**src/rtl/sram_core_pkg.sv**
```systemverilog
package sram_core_pkg;

    typedef enum logic {
        RD_PIPE = 1'b0,
        RD_FLOW = 1'b1
    } rd_mode_e;

endpackage

```
**src/rtl/sram_wr_decode.sv**
```systemverilog
module sram_wr_decode #(
    parameter int NB = 2
) (
    input  logic          sel,
    input  logic          strobe_ld,
    input  logic          gwe_n,
    input  logic          bwe_n,
    input  logic [NB-1:0] bw_n,
    output logic [NB-1:0] wmask,
    output logic          rd_cycle
);

    logic [NB-1:0] lane_req;

    always_comb begin
        if (!gwe_n) begin
            lane_req = '1;
        end else if (!bwe_n) begin
            lane_req = ~bw_n;
        end else begin
            lane_req = '0;
        end
        // strobe-load edges and deselected edges never write
        wmask    = (sel && !strobe_ld) ? lane_req : '0;
        rd_cycle = sel && (wmask == '0);
    end

endmodule

```
**src/rtl/sram_lane_array.sv**
```systemverilog
module sram_lane_array #(
    parameter int DEPTH = 64,
    parameter int NB    = 2,
    parameter int BW    = 9,
    localparam int AW   = $clog2(DEPTH),
    localparam int DW   = NB * BW
) (
    input  logic          clk,
    input  logic [NB-1:0] we,
    input  logic [AW-1:0] waddr,
    input  logic [DW-1:0] wdata,
    input  logic [AW-1:0] raddr,
    output logic [DW-1:0] rdata
);

    for (genvar g = 0; g < NB; g++) begin : g_lane
        logic [BW-1:0] mem [DEPTH];

        always_ff @(posedge clk) begin
            if (we[g]) begin
                mem[waddr] <= wdata[g*BW +: BW];
            end
        end

        assign rdata[g*BW +: BW] = mem[raddr];
    end

endmodule

```
**src/rtl/sram_rd_stage.sv**
```systemverilog
module sram_rd_stage #(
    parameter int NB = 2,
    parameter int DW = 18
) (
    input  logic          clk,
    input  logic          rst_n,
    input  logic          flow,
    input  logic          rd_vld,
    input  logic          wr_now,
    input  logic [DW-1:0] arr_data,
    input  logic          oe_n,
    output logic [DW-1:0] rdata,
    output logic [NB-1:0] drv_en
);

    typedef struct packed {
        logic          pv;
        logic [DW-1:0] dout;
    } rs_t;

    rs_t rs_d, rs_q;
    logic presenting;

    always_comb begin
        rs_d      = rs_q;
        rs_d.pv   = rd_vld && !wr_now;
        if (rd_vld) begin
            rs_d.dout = arr_data;
        end
    end

    always_ff @(posedge clk or negedge rst_n) begin
        if (!rst_n) begin
            rs_q <= '0;
        end else begin
            rs_q <= rs_d;
        end
    end

    assign presenting = flow ? rd_vld : rs_q.pv;
    assign drv_en     = {NB{presenting && !oe_n}};
    assign rdata      = flow ? arr_data : rs_q.dout;

endmodule

```
**src/rtl/sync_burst_sram.sv**
```systemverilog
module sync_burst_sram
    import sram_core_pkg::*;
#(
    parameter int DEPTH    = 64,
    parameter int NB       = 2,
    parameter int PAR_BITS = 1,
    localparam int BW      = 8 + PAR_BITS,
    localparam int DW      = NB * BW,
    localparam int AW      = $clog2(DEPTH)
) (
    input  logic          clk,
    input  logic          rst_n,
    input  logic [AW-1:0] addr,
    input  logic          sel,
    input  logic          strobe_ld,
    input  logic          gwe_n,
    input  logic          bwe_n,
    input  logic [NB-1:0] bw_n,
    input  logic          oe_n,
    input  logic          flow_thru,
    input  logic [DW-1:0] wdata,
    output logic [DW-1:0] rdata,
    output logic [NB-1:0] drv_en
);

    typedef struct packed {
        logic          wv;
        logic [AW-1:0] waddr;
        logic [NB-1:0] wmask;
        logic [DW-1:0] wdata;
        logic          rv;
        logic [AW-1:0] raddr;
    } st_t;

    st_t           st_d, st_q;
    logic [NB-1:0] wmask;
    logic          rd_cycle;
    logic [DW-1:0] arr_rdata;
    rd_mode_e      mode;

    assign mode = rd_mode_e'(flow_thru);

    sram_wr_decode #(.NB(NB)) u_dec (
        .sel       (sel),
        .strobe_ld (strobe_ld),
        .gwe_n     (gwe_n),
        .bwe_n     (bwe_n),
        .bw_n      (bw_n),
        .wmask     (wmask),
        .rd_cycle  (rd_cycle)
    );

    always_comb begin
        st_d       = st_q;
        st_d.wv    = |wmask;
        st_d.wmask = wmask;
        st_d.rv    = rd_cycle;
        if (|wmask) begin
            st_d.waddr = addr;
            st_d.wdata = wdata;
        end
        if (rd_cycle) begin
            st_d.raddr = addr;
        end
    end

    always_ff @(posedge clk or negedge rst_n) begin
        if (!rst_n) begin
            st_q <= '0;
        end else begin
            st_q <= st_d;
        end
    end

    sram_lane_array #(.DEPTH(DEPTH), .NB(NB), .BW(BW)) u_arr (
        .clk   (clk),
        .we    (st_q.wmask & {NB{st_q.wv}}),
        .waddr (st_q.waddr),
        .wdata (st_q.wdata),
        .raddr (st_q.raddr),
        .rdata (arr_rdata)
    );

    sram_rd_stage #(.NB(NB), .DW(DW)) u_rd (
        .clk      (clk),
        .rst_n    (rst_n),
        .flow     (mode == RD_FLOW),
        .rd_vld   (st_q.rv),
        .wr_now   (|wmask),
        .arr_data (arr_rdata),
        .oe_n     (oe_n),
        .rdata    (rdata),
        .drv_en   (drv_en)
    );

    p_gw_all_r1: assert property (@(posedge clk) disable iff (!rst_n)
        (sel && !strobe_ld && !gwe_n) |=> (st_q.wv && st_q.wmask == {NB{1'b1}}));

    p_lane_sel_r2: assert property (@(posedge clk) disable iff (!rst_n)
        (sel && !strobe_ld && gwe_n && !bwe_n) |=> (st_q.wmask == ~$past(bw_n)));

    p_strobe_read_r4: assert property (@(posedge clk) disable iff (!rst_n)
        (sel && strobe_ld) |=> (!st_q.wv && st_q.rv));

    p_wr_quiet_r8: assert property (@(posedge clk) disable iff (!rst_n)
        (sel && !strobe_ld && !gwe_n) |=> (drv_en == '0));

    p_desel_idle_r9: assert property (@(posedge clk) disable iff (!rst_n)
        (!sel) |=> (!st_q.wv && !st_q.rv));

endmodule

```
**config.mk**
```make
export PLATFORM = sky130hd
export DESIGN_NAME = sync_burst_sram
export DESIGN_NICKNAME = d
export VERILOG_FILES = /design/src/rtl/sram_core_pkg.sv /design/src/rtl/sram_wr_decode.sv /design/src/rtl/sram_lane_array.sv /design/src/rtl/sram_rd_stage.sv /design/src/rtl/sync_burst_sram.sv
export SDC_FILE = /design/constraint.sdc
export NUM_CORES = 1
export LEC_CHECK = 0
export BUFFER_PORTS_ARGS = -buffer_cell sky130_fd_sc_hd__buf_4
export CAP_MARGIN = 10
export CORE_ASPECT_RATIO = 1.75
export CORE_MARGIN = 3
export CORE_UTILIZATION = 40
export DETAILED_ROUTE_END_ITERATION = 8
export PLACE_DENSITY = 0.52
export SLEW_MARGIN = 20
export SYNTH_ARGS = -nofsm -noshare
export SYNTH_HDL_FRONTEND = slang
export SYNTH_SLANG_ARGS = --single-unit
```
**constraint.sdc**
```tcl
create_clock -name clk -period 5.6 [get_ports clk]
set_clock_uncertainty 0.1 [all_clocks]
set_input_delay 0.56 -clock clk [delete_from_list [all_inputs] [get_ports clk]]
set_output_delay 0.56 -clock clk [all_outputs]
set_load 0.01 [all_outputs]
```
Word-level counts from Yosys, hierarchy flattened
Memories as Yosys holds them, arrays and structs flattened.
Cells that the tools add are included.
{"block": "word_totals", "regBits": 53, "latch_bits": 0, "mem_bits_rw": 1152, "mem_bits_ro": 0, "input_bits": 34, "output_inout_bits": 20, "wordCells": 30, "n_memories": 2}
{"name": "u_arr.g_lane[0].mem", "words": 64, "width": 9, "rd": 1, "rd_ports_with_merged_regs": 0, "wr": 1, "line_no": "sram_lane_array.sv:17", "source": "logic [BW-1:0] mem [DEPTH];"}
{"name": "u_arr.g_lane[1].mem", "words": 64, "width": 9, "rd": 1, "rd_ports_with_merged_regs": 0, "wr": 1, "line_no": "sram_lane_array.sv:17"}
{"block": "op_classes", "n_addsub": 0, "n_mul": 0, "div_mod_pow": 0, "magnitude_cmp": 0, "n_eq_ne": 0, "shifts": 0, "mux": 9, "n_bitwise": 2, "reduce_logical": 9}
{"op": "2-to-1 mux 18 bit", "n": 1}
{"op": "2-to-1 mux 2 bit", "n": 3}
{"op": "2-to-1 mux 1 bit", "n": 5}
{"op": "logical AND 1 bit", "n": 4}
{"op": "logical NOT 1 bit", "n": 3}
{"op": "AND 2 bit", "n": 1}
{"op": "logical NOT 2 bit", "n": 1}
{"op": "NOT 2 bit", "n": 1}
{"op": "OR reduction 2 bit", "n": 1}

Depth between registers and ports, before layout
Gate-level depths: netlist of the first run.
{"block": "logic_depth", "ltp_word": 7, "ltp_mapped": 10, "depth_no_buf": 5}

Modules after synthesis
From an unflattened synthesis of the first run, not the netlist that was laid out.
{"block": "unflattened", "cells_unflattened": 2146, "hier_area_um2": 46875.0}
{"module": "sram_lane_array", "n_inst": 1, "cells_each": 2005, "area_per_inst_um2": 44604.0, "seq_area_each_um2": 34593.2}
{"module": "sync_burst_sram", "n_inst": 1, "cells_each": 71, "area_per_inst_um2": 1243.7, "seq_area_each_um2": 850.8}
{"module": "sram_rd_stage", "n_inst": 1, "cells_each": 63, "area_per_inst_um2": 983.4, "seq_area_each_um2": 475.5}
{"module": "sram_wr_decode", "n_inst": 1, "cells_each": 7, "area_per_inst_um2": 43.8, "seq_area_each_um2": 0.0}

Worst setup path after synthesis of the first run
Ideal clock, no wire load.
{"block": "synth_path", "path_type": "register -> output", "start": "register st_q[1] in the netlist's numbering", "end": "output port rdata[14]", "arrival_ns": 2.279, "t_required_ns": 4.940, "path_slack_ns": 2.661, "path_stages_with_launch": 9, "path_buffers": 3, "path_cell_list": "dfrtp_1 -> buf_2 -> buf_2 -> buf_1 -> mux4_2 -> mux4_2 -> mux2_2 -> o22ai_1 -> a21oi_1"}
{"block": "synth_via", "elab_chain_cells": 2}
{"element": "start: declaration", "line_no": "sync_burst_sram.sv:35", "source": "st_t st_d, st_q;"}
{"element": "start signal: assignment", "line_no": "sync_burst_sram.sv:71", "source": "st_q <= st_d;"}
{"element": "memory (64 x 9 bit)"}
{"element": "2-to-1 mux 18 bit", "line_no": "sram_rd_stage.sv:42", "source": "assign rdata = flow ? arr_data : rs_q.dout;"}
{"element": "end: declaration", "line_no": "sync_burst_sram.sv:22", "source": "output logic [DW-1:0] rdata,"}
No other way between the ends.

Worst setup path in the final report of the first run
{"block": "layout_path", "start": "register st_q[1] in the netlist's numbering", "end": "output port rdata[12]"}
Same word-level chain as after synthesis.

==> results of run 1 <==
-- sequential cells by signal, summed over array words and instances (netlist names) --
name	flops
st_q	34
u_arr.g_lane.mem	1152
u_rd.rs_q	19
-- tightest hold or removal path: stages --
cell and delay [ns]:
buf_4 0.14, nand3_1 0.07, o21ai_0 0.07
-- power by group through the flow --
stage	logic (µW)	registers [µW]	clock network, µW
global placement	2570	10700	0
floorplan	1370	10700	0
detailed placement	2610	10700	0
CTS	2630	10500	7610
global route	2720	10500	7950
finish	2590	10500	7470
-- through the flow --
stage / power [µW] / util / instance area (µm²)
after floorplan: 12110 / - / 47100
after global placement: 13270 / 0.4260 / 49510
after detailed placement: 13330 / 0.4263 / 49550
after CTS: 20760 / 0.4591 / 53360
after global routing: 21210 / 0.4594 / 53390
final: 20580 / 0.4594 / 53390
-- cell usage after synthesis, types with 17 or more instances --
master / instances / share of area
mux2i_1: 168 / 0.036
o22ai_1: 39 / 0.0052
a22oi_1: 62 / 0.0099
mux2_2: 73 / 0.017
a31oi_1: 17 / 0.0023
nand3_1: 28 / 0.0030
mux4_2: 222 / 0.11
buf_4: 18 / 0.0029
clkbuf_1: 61 / 0.0049
nor2_1: 153 / 0.012
nand2_1: 50 / 0.0040
dfrtp_1: 53 / 0.028
edfxtp_1: 1152 / 0.73
nor2b_1: 24 / 0.0032
a21oi_1: 26 / 0.0028
buf_2: 38 / 0.0040
-- timing repair --
item	in CTS	in global routing
gates resized for setup	0	0
setup endpoints to repair	0	0
buffers inserted	0	0
hold buffers	27	0
hold endpoints to repair	84	0
-- cells by family (layout without fill, tap and decap cells) --
group                  count (synthesis)  in the layout  share of synthesized area
AOI/OAI and AO/OA                    213            213                    0.03134
other                                  0              2                          0
muxes                                463            463                     0.1593
and+or+nand+nor                      316            316                    0.03150
buffers and inverters                151            380                    0.01527
DFF                                 1205           1205                     0.7626
-- final cells by class --
| cell class | count | area, µm² |
|---|---|---|
| multi-input cells | 992 | 10540 |
| diodes | 2 | 5.005 |
| clock buffers | 126 | 2928 |
| fillers | 9756 | 62840 |
| clock inverters | 73 | 616.8 |
| well taps | 1503 | 1881 |
| inverters | 16 | 61.31 |
| repair buffers | 165 | 1406 |
| flip-flops and latches | 1205 | 35960 |
-- metal layers --
layer  GRT usage  vias to the layer above  wire length (µm)
met2      0.3960                      683             70680
met1      0.2409                    12500             46760
met5           0                        -                 0
met4     0.08736                        0              5154
met3     0.02647                      199              5490
li1            -                     9922                 -
-- worst paths after layout --
path                                 startpoint                         to  slack, ns  cells after the start
setup / recovery            st_q[1]$_DFFE_PN0P_                  rdata[12]       0.10                      6
hold / removal                              sel        st_q[4]$_DFFE_PN0P_       0.06                      3
setup reg to reg            st_q[1]$_DFFE_PN0P_  u_rd.rs_q[12]$_DFFE_PN0P_       1.79                      5
hold reg to reg            st_q[10]$_DFFE_PN0P_       st_q[10]$_DFFE_PN0P_       0.41                      1
max in group asynchronous                 rst_n        st_q[1]$_DFFE_PN0P_       4.43                      2
min in group asynchronous                 rst_n       st_q[14]$_DFFE_PN0P_       0.35                      2
-- cell usage in the layout (no fill, tap or decap), drive strengths merged, types with 17 or more instances in the layout --
cell | synthesis | layout
dfrtp | 53 | 53
inv | 16 | 17
nor2b | 24 | 24
nor2 | 153 | 153
a31oi | 17 | 17
mux2i | 168 | 168
buf | 74 | 138
nand3 | 28 | 28
nand2 | 50 | 50
edfxtp | 1152 | 1152
a22oi | 62 | 62
o22ai | 39 | 39
mux2 | 73 | 73
clkbuf | 61 | 126
dlygate4sd3 | 0 | 27
mux4 | 222 | 222
clkinv | 0 | 58
a21oi | 26 | 26
==> results.json, run 1 <==
{
  "die_area_mm2": 0.1221,
  "route.detailed.drc": 0,
  "syn_avg_cell_area_um2": 20.06,
  "fin_tns_setup_ns": 0,
  "fp.dieH_um": 460.0,
  "startpoint_type": "register",
  "start_util": 0.4053,
  "end_kind": "output port",
  "clk_path_buf_depth": 3,
  "area_delta_synth_final_pct": 13.36,
  "track_usage": 0.2108,
  "max_freq_ghz": 0.1820,
  "yosysUniqueCellTypes": 42,
  "synth-seq-cells": 1205,
  "fin_crit_ns": 5.495,
  "drv_cap": 0,
  "post-dp-hpwl_um": 85250,
  "fin_crit_sh": 0.9813,
  "synth_edf_count": 1152,
  "pwr-share-clk": 0.363,
  "insertion_delay_ns": 0.72,
  "drive_gt1_frac": 0.2515,
  "syn_inst": 2348,
  "numCtsBuffers": 108,
  "finalHoldViolCount": 0,
  "first_pass_iters": 5,
  "worstPathMaxFanout": 45,
  "relSlewSlack": 0.2376,
  "place_ws_ns": 0.8892,
  "overflow": 0,
  "status": "finished, final reports clean",
  "p_per_area_mw_per_mm2": 385.4,
  "leakage_uw": 0.01712,
  "worst_ep_required_time_ns": 4.94,
  "synth_fp_nets": 2382,
  "io_pins": 54,
  "fin_ws_ns": 0.1048,
  "path_delay_family": "simple AND/OR/NAND/NOR gates",
  "grt_pass1_vias": 24490,
  "crit_buf_inv": 1,
  "path_cells": "and2_1, a22oi_1, a31oi_1, nor4b_1, a21oi_1, buf_4",
  "io_buffer_count": 53,
  "viasPerCell": 5.709,
  "grt_max_degree": 76,
  "holdWs_ns": 0.05678,
  "root_buffer": "clkbuf_16",
  "cts_num_sinks": 1205,
  "wirelength_um": 128100,
  "cts_tree": "yes",
  "ir_worst_vdd_mv": 0.2494,
  "p_sw_frac": 0.2502,
  "fin_cells": 4082,
  "critical_path_class": "reg2out",
  "drt_iter0_markers": 1954,
  "dp_cells": 3854,
  "slowest_delay_ns": 0.97,
  "rsz0062_at_grt": "false",
  "clk_pin_slew_worst_paths_ns": 0.06,
  "crit_arrival_ns": 4.84,
  "h-tree-depth": 3,
  "ys_async_sr_fraction": 0.04398,
  "maxSlewViolCount": 0,
  "nNetsFinal": 2522,
  "slowest_stage": "and2_1",
  "fp-row-count": 165,
  "hp-class": "in2reg",
  "worst_pin_slew_ns": 1.139,
  "grt_pass1_wl_um": 181300,
  "routed-via-count": 23300,
  "p_comb_frac": 0.126,
  "power.internal_uw": 15430,
  "coreArea_mm2": 0.1162,
  "setup_viol": 0,
  "yosysWarnings": 0,
  "fp.dieW_um": 265.4,
  "routedWlPerCell_um": 31.38,
  "ant_nets": 0,
  "synth.cell_area_mm2": 0.04710,
  "gp_congestion": 0.8300,
  "p_sw_uw": 5148,
  "seq_power_share": 0.511,
  "ys.flop_type": "edfxtp_1",
  "synth-seq-area-share": 0.7626,
  "antenna_found_initial": 2
}
Power figures use the tool's default switching activity.
==> inputs of run 2 (changes only) <==
Clock period 5.6 ns to 6.7 ns, I/O delays scaled along.
==> results.json, run 2 (synthesis gave the netlist of run 1 again) <==
{
  "status": "finished, final reports clean",
  "slowest_delay_ns": 0.79,
  "critical_path_class": "reg2out",
  "rsz0062_at_grt": "false",
  "finalHoldViolCount": 0,
  "leakage_uw": 0.01684,
  "worstPathMaxFanout": 121,
  "crit_arrival_ns": 5.02,
  "fin_crit_ns": 5.786,
  "max_freq_ghz": 0.1728,
  "hold_buffers": 1,
  "area_delta_synth_final_pct": 12.44,
  "multi_input_area_mm2": 0.01060,
  "final_common_cell": "edfxtp_1",
  "startpoint_type": "register",
  "hp-start": "wdata[15]",
  "ant_nets": 0,
  "nNetsFinal": 2469,
  "clk_path_buf_depth": 3,
  "wirelength_um": 128100,
  "viasPerCell": 5.716,
  "die_area_mm2": 0.1221,
  "end_kind": "output port",
  "gp_congestion": 0.8464,
  "reg2reg_from": "st_q[1]$_DFFE_PN0P_",
  "cts_num_sinks": 1205,
  "worst_ep_required_time_ns": 5.93,
  "clk_pin_slew_worst_paths_ns": 0.06,
  "r2r_setup_slack_ns": 2.48,
  "slowest_stage": "buf_4",
  "ir_worst_vdd_mv": 0.2079,
  "routedWlPerCell_um": 31.79,
  "holdPathStages": 2,
  "post_cts_buffers": 0,
  "io_pins": 54,
  "fp-row-count": 165,
  "fp.dieH_um": 460.0,
  "overflow": 0,
  "h-tree-depth": 3,
  "coreArea_mm2": 0.1162,
  "antenna_found_initial": 3,
  "relSlewSlack": 0.1865,
  "path_delay_family": "buffers and inverters",
  "place_ws_ns": 1.729,
  "drive_gt1_frac": 0.2518,
  "io_buffer_count": 53,
  "track_usage": 0.2120,
  "maxSlewViolCount": 0,
  "routed-via-count": 23040,
  "largestRegisters": "u_arr.g_lane.mem: 1152 flops, st_q: 34 flops, u_rd.rs_q: 19 flops",
  "first_pass_iters": 5,
  "start_util": 0.4053,
  "drv_cap": 0,
  "fin_ws_ns": 0.9142,
  "grt_max_degree": 122,
  "path_cells": "buf_12, buf_4, mux4_2, mux4_2, mux2_2, o22ai_1, a21oi_1, buf_4",
  "hold_end": "st_q[22]$_DFFE_PN0P_",
  "post-dp-hpwl_um": 83830,
  "p_per_area_mw_per_mm2": 323.9,
  "cts_tree": "yes",
  "numCtsBuffers": 109,
  "worst_pin_slew_ns": 1.203,
  "cts_resized": 0,
  "drt_iter0_markers": 2014,
  "root_buffer": "clkbuf_16",
  "regArea_mm2": 0.03596,
  "route.detailed.drc": 0,
  "r2r_cells": 7,
  "n_fill_cell": 9765,
  "insertion_delay_ns": 0.72,
  "setup_viol": 0,
  "fin_tns_setup_ns": 0,
  "grt_pass1_vias": 24490,
  "grt_pass1_wl_um": 182500,
  "layout_common_cells": "1152 x edfxtp_1, 222 x mux4_2, 168 x mux2i_1",
  "r2r-end": "u_rd.rs_q[1]$_DFFE_PN0P_",
  "largest_reg_flops": 1152,
  "max_flop_register": "u_arr.g_lane.mem",
  "fp.dieW_um": 265.4,
  "hp-class": "in2reg",
  "holdWs_ns": 0.07808,
  "crit_buf_inv": 3,
  "fin_crit_sh": 0.8636
}
run 2: cell types whose count changed in the layout (fill, tap and decap cells not counted), moves of 3 or more:
cell,delta
a2111oi_1,+5
nor2_2,+19
a2111oi_0,-5
clkinv_2,-3
clkbuf_8,-3
clkinv_1,-6
dlygate4sd3_1,-26
clkbuf_1,+13
buf_4,-26
nor2_1,-19
run 2: worst max-delay path by stage:
stage                        startpoint   endpoint  slack, ns  cells past startpoint
floorplan           st_q[1]$_DFFE_PN0P_  rdata[14]       3.65                      8
global placement    st_q[1]$_DFFE_PN0P_  rdata[14]       1.70                      8
detailed placement  st_q[1]$_DFFE_PN0P_  rdata[14]       1.73                      8
CTS                 st_q[1]$_DFFE_PN0P_  rdata[14]       0.95                      8
global route        st_q[1]$_DFFE_PN0P_  rdata[14]       0.80                      8
finish              st_q[1]$_DFFE_PN0P_  rdata[14]       0.91                      8
run 2: power breakdown:
group	internal, µW	switching (µW)
Sequential	8620	181
Combinational	747	1340
Clock	3510	2760
run 2: layout make-up:
cell class | count | share of cell area
Clock buffer | 135 | 0.05495
Timing Repair Buffer | 111 | 0.01720
Clock inverter | 67 | 0.01205
Multi-Input combinational cell | 992 | 0.2001
Sequential cell | 1205 | 0.6789
Inverter | 16 | 0.001158
Tap cell | 1503 | 0.03551
Antenna cell | 2 | 0.00009449
run 2: stage by stage:
step | util | total power [µW] | area, µm² | instances
after CTS | 0.4555 | 17320 | 52950 | 4029
after global routing | 0.4557 | 17710 | 52960 | 4031
after floorplan | - | 10120 | 47100 | 2348
after detailed placement | 0.4249 | 11080 | 49390 | 3826
final | 0.4557 | 17160 | 52960 | 4031
after global placement | 0.4240 | 11040 | 49280 | 3826
run 2: per-layer routing:
layer	global-route usage	routed length, µm	share of wire
met4	0.07581	4480	0.035
met5	0.003630	0	0
met3	0.03181	6039	0.047
met2	0.3943	70100	0.55
met1	0.2469	47510	0.37
==> inputs of run 3 (changes only) <==
--- a/config.mk
+++ b/config.mk
@@ -14,2 +14,3 @@
 export PLACE_DENSITY = 0.52
+export SETUP_SLACK_MARGIN = 0.15
 export SLEW_MARGIN = 20
==> constraint.sdc (replaced) <==
create_clock -name clk -period 6.7 [get_ports clk]
set_clock_uncertainty 0.1 [all_clocks]
set_input_delay 1.005 -clock clk [delete_from_list [all_inputs] [get_ports clk]]
set_output_delay 1.005 -clock clk [all_outputs]
set_load 0.01 [all_outputs]
==> results.json, run 3 (synthesis gave the netlist of run 1 again) <==
{
  "relSlewSlack": 0.2445,
  "cts_num_sinks": 1205,
  "max_freq_ghz": 0.1685,
  "end_kind": "output port",
  "die_area_mm2": 0.1221,
  "cts_tree": "yes",
  "io_pins": 54,
  "largestRegisters": "u_arr.g_lane.mem: 1152 flops, st_q: 34 flops, u_rd.rs_q: 19 flops",
  "layout_common_cells": "1152 x edfxtp_1, 222 x mux4_2, 168 x mux2i_1",
  "final_core_util": 0.4553,
  "viasPerCell": 5.693,
  "antenna_found_initial": 2,
  "nNetsFinal": 2457,
  "maxSlewViolCount": 0,
  "io_buffer_count": 53,
  "max_flop_register": "u_arr.g_lane.mem",
  "n_fill_cell": 9799,
  "grt_pass1_vias": 24290,
  "regArea_mm2": 0.03596,
  "wirelength_um": 125400,
  "drv_cap": 0,
  "hold_buffers": 0,
  "crit_arrival_ns": 4.83,
  "fp-row-count": 165,
  "p_comb_frac": 0.119,
  "p_sw_frac": 0.2477,
  "track_usage": 0.2062,
  "largest_reg_flops": 1152,
  "grt_pass1_wl_um": 178700,
  "post-dp-hpwl_um": 83390,
  "multi_input_area_mm2": 0.01057,
  "worst_ep_required_time_ns": 5.59,
  "final_common_cell": "edfxtp_1",
  "path_cells": "buf_4, nand2_1, o22ai_1, a2111oi_0, nor4b_1, a21oi_1, buf_4",
  "worstPathMaxFanout": 33,
  "cts_resized": 0,
  "ant_nets": 0,
  "routed-via-count": 22900,
  "p_per_area_mw_per_mm2": 326.1,
  "startpoint_type": "register",
  "critical_path_class": "reg2out",
  "fp.dieW_um": 265.4,
  "clk_pin_slew_worst_paths_ns": 0.07,
  "routedWlPerCell_um": 31.18,
  "hp-class": "in2async",
  "start_util": 0.4053,
  "route.detailed.drc": 0,
  "clk_path_buf_depth": 3,
  "slowest_delay_ns": 0.96,
  "ir_worst_vdd_mv": 0.2021,
  "post_cts_buffers": 0,
  "drive_gt1_frac": 0.2459,
  "fin_crit_ns": 5.935,
  "finalHoldViolCount": 0,
  "p_sw_uw": 4275,
  "root_buffer": "clkbuf_16",
  "drt_iter0_markers": 2035,
  "insertion_delay_ns": 0.72,
  "h-tree-depth": 3,
  "grt_max_degree": 131,
  "leakage_uw": 0.01683,
  "fin_tns_setup_ns": 0,
  "power.internal_uw": 12980,
  "numCtsBuffers": 110,
  "setup_viol": 0,
  "coreArea_mm2": 0.1162,
  "timing.critical_path.mode_cell": "buf_4",
  "worst_pin_slew_ns": 1.129,
  "area_delta_synth_final_pct": 12.35,
  "fin_crit_sh": 0.8858,
  "fp.dieH_um": 460.0,
  "slowest_stage": "nor4b_1",
  "status": "finished, final reports clean",
  "pwr-share-clk": 0.370,
  "rsz0062_at_grt": "false",
  "first_pass_iters": 5,
  "gp_congestion": 0.8186,
  "seq_power_share": 0.511,
  "overflow": 0
}
run 3: changes by cell type in the layout (fill, tap and decap cells not counted), sizes merged:
cell         delta
bufinv          +2
dlygate4sd3     -1
clkinv          -9
clkinvlp        -3
buf            -12
inv             +4
clkbuf         +10
run 3: power groups by stage:
stage / combinational, µW / sequential (µW) / clock (µW)
floorplan: 1140 / 8980 / 0
detailed placement: 2090 / 8980 / 0
finish: 2060 / 8820 / 6380
global route: 2170 / 8830 / 6770
CTS: 2090 / 8820 / 6510
global placement: 2050 / 8970 / 0
run 3: metal layers:
| metal | wire (µm) | share of wire | GRT usage |
|---|---|---|---|
| met3 | 5679 | 0.045 | 0.02743 |
| met1 | 45490 | 0.36 | 0.2356 |
| met2 | 69960 | 0.56 | 0.3919 |
| met5 | 0 | 0 | 0 |
| met4 | 4299 | 0.034 | 0.07352 |
run 3: final timing paths:
path | start | to | slack, ns | depth (start not counted)
worst min register to register | u_rd.rs_q[6]$_DFFE_PN0P_ | u_rd.rs_q[6]$_DFFE_PN0P_ | 0.41 | 2
worst min-delay path | rst_n | st_q[24]$_DFFE_PN0P_ | 0.27 | 1
max in group asynchronous | rst_n | st_q[1]$_DFFE_PN0P_ | 5.64 | 1
min in group clk | u_rd.rs_q[6]$_DFFE_PN0P_ | u_rd.rs_q[6]$_DFFE_PN0P_ | 0.41 | 2
worst max-delay path | st_q[1]$_DFFE_PN0P_ | rdata[11] | 0.76 | 7
worst max register to register | st_q[1]$_DFFE_PN0P_ | u_rd.rs_q[3]$_DFFE_PN0P_ | 2.71 | 7
run 3: metrics by stage:
| step | area, µm² | setup slack, ns | hold slack [ns] | cells | power [µW] |
|---|---|---|---|---|---|
| after floorplan | 47100 | 3.316 | 0.3750 | 2348 | 10120 |
| after global placement | 49200 | 1.467 | 0.3877 | 3814 | 11010 |
| after detailed placement | 49250 | 1.502 | 0.3981 | 3814 | 11070 |
| after CTS | 52870 | 0.7129 | 0.2430 | 4020 | 17410 |
| after global routing | 52920 | 0.5880 | 0.2890 | 4021 | 17780 |
| final | 52920 | 0.7649 | 0.2661 | 4022 | 17260 |
run 3: cell type report:
type / count / share of cell area
multi-input combinational: 992 / 0.1997
tap: 1503 / 0.03553
clock buffer: 145 / 0.05603
timing repair buffer: 98 / 0.01556
antenna: 2 / 0.00009457
clock inverter: 61 / 0.01248
inverter: 16 / 0.001158
sequential: 1205 / 0.6795
run 3: worst max-delay path: cells and delay by family, from the launching register on:
| family | cells | cell delay [ns] |
|---|---|---|
| AO/OA/AOI/OAI | 3 | 0.96 |
| buffers and inverters | 2 | 0.84 |
| flip-flops | 1 | 0.80 |
| AND/OR/NAND/NOR | 2 | 1.47 |
